**config.mk**
```make
export PLATFORM = sky130hd
export DESIGN_NAME = dpca_top
export DESIGN_NICKNAME = d
export VERILOG_FILES = /design/src/rtl/dpca_pkg.sv /design/src/rtl/dpca_detect.sv /design/src/rtl/dpca_winner.sv /design/src/rtl/dpca_gate.sv /design/src/rtl/dpca_top.sv
export SDC_FILE = /design/constraint.sdc
export NUM_CORES = 1
export LEC_CHECK = 0
export BUFFER_PORTS_ARGS = -buffer_cell sky130_fd_sc_hd__clkbuf_2
export CAP_MARGIN = 10
export CORE_ASPECT_RATIO = 1.4
export CORE_MARGIN = 2
export CORE_UTILIZATION = 35
export DETAILED_ROUTE_END_ITERATION = 16
export PLACE_DENSITY = 0.58
export SETUP_SLACK_MARGIN = 0.3
export SLEW_MARGIN = 30
export SYNTH_ARGS = -nofsm -noshare
export SYNTH_HDL_FRONTEND = slang
export SYNTH_HIERARCHICAL = 1
export SYNTH_SLANG_ARGS = --single-unit
```
**constraint.sdc**
```tcl
create_clock -name clk -period 5.6 [get_ports clk]
set_clock_uncertainty 0.1 [all_clocks]
set_input_delay 0 -clock clk [delete_from_list [all_inputs] [get_ports clk]]
set_output_delay 0 -clock clk [all_outputs]
set_load 0.05 [all_outputs]
```
**src/rtl/dpca_pkg.sv**
```systemverilog
package dpca_pkg;
  typedef enum logic {SIDE_L = 1'b0, SIDE_R = 1'b1} side_e;
  localparam int NSIDE = 2;
endpackage

```
**src/rtl/dpca_detect.sv**
```systemverilog
// Match detection plus arrival-order preference from last cycle's history.
module dpca_detect #(
  parameter int AW = 16
) (
  input  logic          clk,
  input  logic          rst_n,
  input  logic          l_ce,
  input  logic          r_ce,
  input  logic [AW-1:0] l_addr,
  input  logic [AW-1:0] r_addr,
  output logic          hit,
  output dpca_pkg::side_e pref
);
  import dpca_pkg::*;

  logic          pl_ce_q, pr_ce_q;
  logic [AW-1:0] pl_addr_q, pr_addr_q;
  logic          pl_ce_d, pr_ce_d;
  logic [AW-1:0] pl_addr_d, pr_addr_d;
  logic          hist_en;
  logic          l_still, r_still, both_prev, r_first;

  // history next state
  always_comb begin
    hist_en   = 1'b1;
    pl_ce_d   = l_ce;
    pr_ce_d   = r_ce;
    pl_addr_d = l_addr;
    pr_addr_d = r_addr;
  end

  always_ff @(posedge clk or negedge rst_n) begin
    if (!rst_n) begin
      pl_ce_q   <= 1'b0;
      pr_ce_q   <= 1'b0;
      pl_addr_q <= '0;
      pr_addr_q <= '0;
    end else if (hist_en) begin
      pl_ce_q   <= pl_ce_d;
      pr_ce_q   <= pr_ce_d;
      pl_addr_q <= pl_addr_d;
      pr_addr_q <= pr_addr_d;
    end
  end

  always_comb begin
    hit       = l_ce & r_ce & (l_addr == r_addr);
    l_still   = (pl_addr_q == l_addr);
    r_still   = (pr_addr_q == r_addr);
    both_prev = pl_ce_q & pr_ce_q;
    // right earlier by enable, or right held its address while left moved
    r_first   = (pr_ce_q & ~pl_ce_q) | (both_prev & r_still & ~l_still);
    pref      = r_first ? SIDE_R : SIDE_L;
  end
endmodule

```
**src/rtl/dpca_winner.sv**
```systemverilog
// Holds the winner for the life of a collision.
module dpca_winner (
  input  logic            clk,
  input  logic            rst_n,
  input  logic            hit,
  input  dpca_pkg::side_e pref,
  output dpca_pkg::side_e win
);
  import dpca_pkg::*;

  logic  coll_q, coll_d;
  side_e win_q, win_d;

  always_comb begin
    win    = coll_q ? win_q : pref;
    coll_d = hit;
    win_d  = hit ? win : SIDE_L;
  end

  always_ff @(posedge clk or negedge rst_n) begin
    if (!rst_n) begin
      coll_q <= 1'b0;
      win_q  <= SIDE_L;
    end else begin
      coll_q <= coll_d;
      win_q  <= win_d;
    end
  end
endmodule

```
**src/rtl/dpca_gate.sv**
```systemverilog
// Per-port busy output and write gate, chosen by master/slave role.
module dpca_gate (
  input  logic ms_sel,
  input  logic lose,
  input  logic ce,
  input  logic we,
  input  logic busy_in_n,
  output logic busy_n,
  output logic wr_ok
);
  logic blocked;
  always_comb begin
    busy_n  = ~(ms_sel & lose);
    blocked = ms_sel ? lose : ~busy_in_n;
    wr_ok   = ce & we & ~blocked;
  end
endmodule

```
**src/rtl/dpca_top.sv**
```systemverilog
module dpca_top #(
  parameter int AW = 16
) (
  input  logic          clk,
  input  logic          rst_n,
  input  logic          ms_sel,
  input  logic          l_ce,
  input  logic          l_we,
  input  logic [AW-1:0] l_addr,
  input  logic          r_ce,
  input  logic          r_we,
  input  logic [AW-1:0] r_addr,
  input  logic          l_busy_in_n,
  input  logic          r_busy_in_n,
  output logic          l_busy_n,
  output logic          r_busy_n,
  output logic          l_wr_ok,
  output logic          r_wr_ok
);
  import dpca_pkg::*;

  logic  hit;
  side_e pref, win;
  logic [NSIDE-1:0] ce_v, we_v, bin_v, bout_v, wok_v, lose_v;

  dpca_detect #(.AW(AW)) u_detect (
    .clk(clk), .rst_n(rst_n), .l_ce(l_ce), .r_ce(r_ce),
    .l_addr(l_addr), .r_addr(r_addr), .hit(hit), .pref(pref)
  );

  dpca_winner u_winner (
    .clk(clk), .rst_n(rst_n), .hit(hit), .pref(pref), .win(win)
  );

  assign ce_v  = {r_ce, l_ce};
  assign we_v  = {r_we, l_we};
  assign bin_v = {r_busy_in_n, l_busy_in_n};

  for (genvar i = 0; i < NSIDE; i++) begin : g_side
    assign lose_v[i] = hit & (logic'(win) != 1'(i));
    dpca_gate u_gate (
      .ms_sel(ms_sel), .lose(lose_v[i]), .ce(ce_v[i]), .we(we_v[i]),
      .busy_in_n(bin_v[i]), .busy_n(bout_v[i]), .wr_ok(wok_v[i])
    );
  end

  assign l_busy_n = bout_v[0];
  assign r_busy_n = bout_v[1];
  assign l_wr_ok  = wok_v[0];
  assign r_wr_ok  = wok_v[1];
endmodule

```
After elaboration in Yosys (flattened, before gate mapping) --
Cells that the tools add are included.
Storage, ports and cells: word-level logic and storage cells 38, input bits 41, output and inout bits 4, bits in registers 36
Operators by class: bitwise operators 24, mux-type cells 5, eq/ne operators 3
Operator list (count):
- $eq A16 B16 Y1 | 3
- $and A1 B1 Y1 | 14
- $not A1 Y1 | 9
- $mux W1 | 5
- $or A1 B1 Y1 | 1

Depth between registers and ports, before layout --
depth in word-level cells 11, gate-level depth with buffers 9, gate-level depth less buffers 9

By module --
The synthesis kept the hierarchy.
By module, submodules not included:
- dpca_detect | times used 1, area an instance 1388.8 um2, cells each 100, seq. area each 850.8 um2
- dpca_winner | times used 1, area an instance 73.8 um2, cells each 4, seq. area each 50.0 um2
- dpca_gate | times used 2, area an instance 28.8 um2, cells each 5, seq. area each 0.0 um2
- dpca_top | times used 1, area an instance 16.3 um2, cells each 2, seq. area each 0.0 um2

Least setup slack after synthesis --
Ideal clock, no wire load.
path kind reg-to-output, start point reg u_detect.pl_addr_q[5], end point out l_wr_ok, setup slack 3382 ps, buffers on the path 0, required time 5500 ps, stages on the path, launching flop included 10, arrival 2118 ps, cells stage by stage dfrtp_1 > xnor2_1 > nand4_1 > nor4_1 > o21ai_0 > and2_1 > mux2_4 > and2_2 > nand2b_1 > a21oi_2
Between the ends: longest elaborated chain between the ends 10
RTL lines:
- start, declared | RTL line dpca_detect.sv:17 | logic [AW-1:0] pl_addr_q, pr_addr_q;
- start signal, assigned | RTL line dpca_detect.sv:41 | pl_addr_q <= pl_addr_d;
- $eq A16 B16 Y1 | RTL line dpca_detect.sv:48 | l_still = (pl_addr_q == l_addr);
- $not A1 Y1 | RTL line dpca_detect.sv:52 | r_first = (pr_ce_q & ~pl_ce_q) | (both_prev & r_still & ~l_still);
- $and A1 B1 Y1 | RTL line dpca_detect.sv:52
- $or A1 B1 Y1 | RTL line dpca_detect.sv:52
- $mux W1 | RTL line dpca_detect.sv:53 | pref = r_first ? SIDE_R : SIDE_L;
- net pref | RTL line dpca_top.sv:23 | side_e pref, win;
- $mux W1 | RTL line dpca_winner.sv:15 | win = coll_q ? win_q : pref;
- net win | RTL line dpca_top.sv:23
- $and A1 B1 Y1 | RTL line dpca_top.sv:40 | assign lose_v[i] = hit & (logic'(win) != 1'(i));
- net lose_v[0] | RTL line dpca_top.sv:24 | logic [NSIDE-1:0] ce_v, we_v, bin_v, bout_v, wok_v, lose_v;
- $mux W1 | RTL line dpca_gate.sv:14 | blocked = ms_sel ? lose : ~busy_in_n;
- $not A1 Y1 | RTL line dpca_gate.sv:15 | wr_ok = ce & we & ~blocked;
- $and A1 B1 Y1 | RTL line dpca_gate.sv:15
- end, declared | RTL line dpca_top.sv:17 | output logic l_wr_ok,
The timed path passes the listed nets, and every way through them passes these cells.

Final worst setup path --
start point in l_addr[5], end point out l_wr_ok
Between the ends: longest elaborated chain between the ends 10, elaborated cells on any way between the ends 12, those cells by class 2 x eq/ne; 3 x mux; 7 x bitwise
RTL lines:
- start, declared | RTL line dpca_top.sv:9 | input logic [AW-1:0] l_addr,
- $eq A16 B16 Y1 | RTL line dpca_detect.sv:48
- $not A1 Y1 | RTL line dpca_detect.sv:52
- $and A1 B1 Y1 | RTL line dpca_detect.sv:52
- $or A1 B1 Y1 | RTL line dpca_detect.sv:52
- $mux W1 | RTL line dpca_detect.sv:53
- net pref | RTL line dpca_top.sv:23
- $mux W1 | RTL line dpca_winner.sv:15
- net win | RTL line dpca_top.sv:23
- $and A1 B1 Y1 | RTL line dpca_top.sv:40
- net lose_v[0] | RTL line dpca_top.sv:24
- $mux W1 | RTL line dpca_gate.sv:14
- $not A1 Y1 | RTL line dpca_gate.sv:15
- $and A1 B1 Y1 | RTL line dpca_gate.sv:15
The timed path passes the listed nets, and every way through them passes these cells.

==> flow_summary.ini <==
[final_layout]
seq_area_um2 = 901
final.fill_count = 372
final_layout_size_suffix_gt1_frac = 0.281
diodes = 0
multi_input_area_um2 = 636
syn_to_final_growth_pct = 47.9
layout.nets = 243
utilization = 0.536

[timing]
hold_viol = 0
maxSlewViolCount = 0
max_slew_margin = 0.471
fmax_mhz = 380
rsz0062_at_grt = false
tns_ns = 0
worst_slack_ns = 2.97
setup_viol = 0
finalCritPeriodShare = 0.470
period_needed_ns = 2.63
worst_pin_slew_ns = 0.794

[detailed_routing]
remaining_drc_errors = 0
num_vias = 1158
drt_wl_total_mm = 3.53
drtAntennaViolNets = 0
drtIter0Drc = 4
routedWlPerCell_um = 13.4
via_per_inst = 4.40
drt-pass1-iter-count = 2

[pwr]
swShare = 0.238
p_seq_frac = 0.503
p_leak_nw = 0.991
peakVddDrop_v = 0.000151
combinationalPowerShare = 0.164
cellPowerDensity_nw_per_um2 = 243
clkPwrFrac = 0.334
switchingPower_mw = 0.131
p_int_mw = 0.421

[floorplan]
die_area_um2 = 4940
core_area_um2 = 4240
ios = 45
die_h_um = 82.4
rows = 28
dieWidth_um = 60.0
initial_core_util = 0.362

[cts]
post_cts_buffers = 0
h-tree-depth = 2
cts_sinks = 36
cts_tree = done
root_buffer = clkbuf_8
insertion_delay_ns = 0.28
clk_path_buf_depth = 2
clk_pin_slew_ns = 0.07
ctsResizeCount = 0
numCtsBuffers = 5

[setup_path]
r2r_slack_ns = 3.74
ff2ff_path_depth = 7
crit_type = input port to primary output
r2r_start = u_detect/pl_addr_q[5]
cp.required_ns = 5.50
crit_fanout = 3
crit_path_start = l_addr[5]
rr_endpoint = u_winner/win_q
arrival_ns = 2.53
start_kind = input port
end_kind = primary output

[yosys]
yosys_most_used_dff = dfrtp_1
synth.net_count = 157
yosysTopAreaCell = dfrtp_1
yosysWarnings = 6
ys_ff_latch = 36
synthArstFlopShare = 1.00
netlist.area_leader.share = 0.586
yosysSeqAreaShare = 0.586
synthTopCellsByArea = dfrtp_1 (59%), xnor2_1 (17%), xor2_1 (11%)
netlist_instances = 116
avgSynthCellArea_um2 = 13.2
ys_top_cells_by_count = dfrtp_1 (36), xnor2_1 (29), xor2_1 (19), nand4_1 (8), nor4_1 (5)
netlist-cell-type-count = 17
synth.cell_area_um2 = 1540
yosysMostFrequentCell = dfrtp_1
synth_enable_flop_cells = 0

[global_routing]
use_met2 = 0.289
grt_max_degree = 37
antenna_found_initial = 0
grt-ovfl-total = 0
grt_pass1_vias = 1264
busiest_layer = met2
grt_usage = 0.162
gr-usage-met1 = 0.167
grt_use_met3 = 0.0530
grt_pass1_wl_mm = 5.64

[run]
cap_violations = 0

[outcome]
status = complete, no violations

[min_path]
min_path_type = input port to asynchronous set/reset pin

[place]
hpwl_mm = 2.54
pre_cts_ws_ns = 3.29
place.port_buffers = 44
gp_congestion = 0.719
[logic make-up (layout without fill, tap and decap cells)]
logic type	Yosys count	in the layout	share of synthesized area
buffers and inverters	0	87	0
flip-flops	36	36	0.586
AO/OA/AOI/OAI	3	3	0.0147
AND/OR/NAND/NOR	28	28	0.116
multiplexers	1	1	0.00977
XOR/XNOR	48	48	0.274
[per-stage QoR]
stage	area [um^2]	std cells	hold WS [ns]	total power, mW
floorplan	1540	116	-0.396	0.317
global placement	1830	220	0.0415	0.353
detailed placement	1830	220	0.0601	0.355
CTS	2270	263	0.300	0.560
global route	2270	263	0.308	0.581
finish	2270	263	0.235	0.553
[repair_timing]
| item | CTS | global route |
|---|---|---|
| hold buffers | 35 | 0 |
| setup endpoints to repair | 0 | 0 |
| endpoints found under the hold margin | 70 | 0 |
[metal layers]
layer | wire length (um) | vias to the layer above
li1 | - | 558
met4 | 89 | 0
met2 | 1930 | 32
met5 | 0 | -
met3 | 126 | 10
met1 | 1380 | 558
[layout by cell type, fill, tap and decap left out, drive strengths merged]
cell type / instances
clkbuf: 51
dfrtp: 36
dlygate4sd3: 35
xnor2: 29
xor2: 19
nand4: 8
nor4: 6
nand2: 4
nand2b: 4
and2: 3
a21oi: 2
and2b: 1
buf: 1
nand3: 1
or4: 1
o21ai: 1
mux2: 1
[registers in the layout, summed over array words and instances, names as in the netlist]
name and count:
u_detect/pr_addr_q 16, u_detect/pl_ce_q 1, u_winner/coll_q 1, u_detect/pr_ce_q 1, u_detect/pl_addr_q 16, u_winner/win_q 1
[power by group through the flow]
stage	Combinational (mW)	Sequential (mW)	Clock (mW)
6_report	0.0906	0.278	0.184
3_3_place_gp	0.0711	0.282	0
4_1_cts	0.0918	0.278	0.190
2_1_floorplan	0.0350	0.282	0
5_1_grt	0.0989	0.279	0.203
3_5_place_dp	0.0723	0.283	0
[worst max-delay path by stage]
stage | end
after floorplan | l_wr_ok
after global placement | l_wr_ok
after detailed placement | l_wr_ok
after CTS | l_wr_ok
after global routing | l_wr_ok
final | l_wr_ok
[final cells by class]
| class | instances | share of cell area |
|---|---|---|
| Sequential cell | 36 | 0.396 |
| Timing Repair Buffer | 79 | 0.251 |
| Tap cell | 60 | 0.0330 |
| Multi-Input combinational cell | 80 | 0.280 |
| Clock buffer | 8 | 0.0396 |
[worst max-delay path: stages]
cell,delay (ns)
dlygate4sd3_1,0.54
clkbuf_2,0.14
xnor2_1,0.23
nand4_1,0.12
nor4_1,0.27
o21ai_0,0.09
and2_1,0.16
mux2_4,0.27
and2_2,0.17
nand2b_1,0.15
a21oi_2,0.10
clkbuf_2,0.28
No activity file was read; power rests on OpenSTA's default activity.
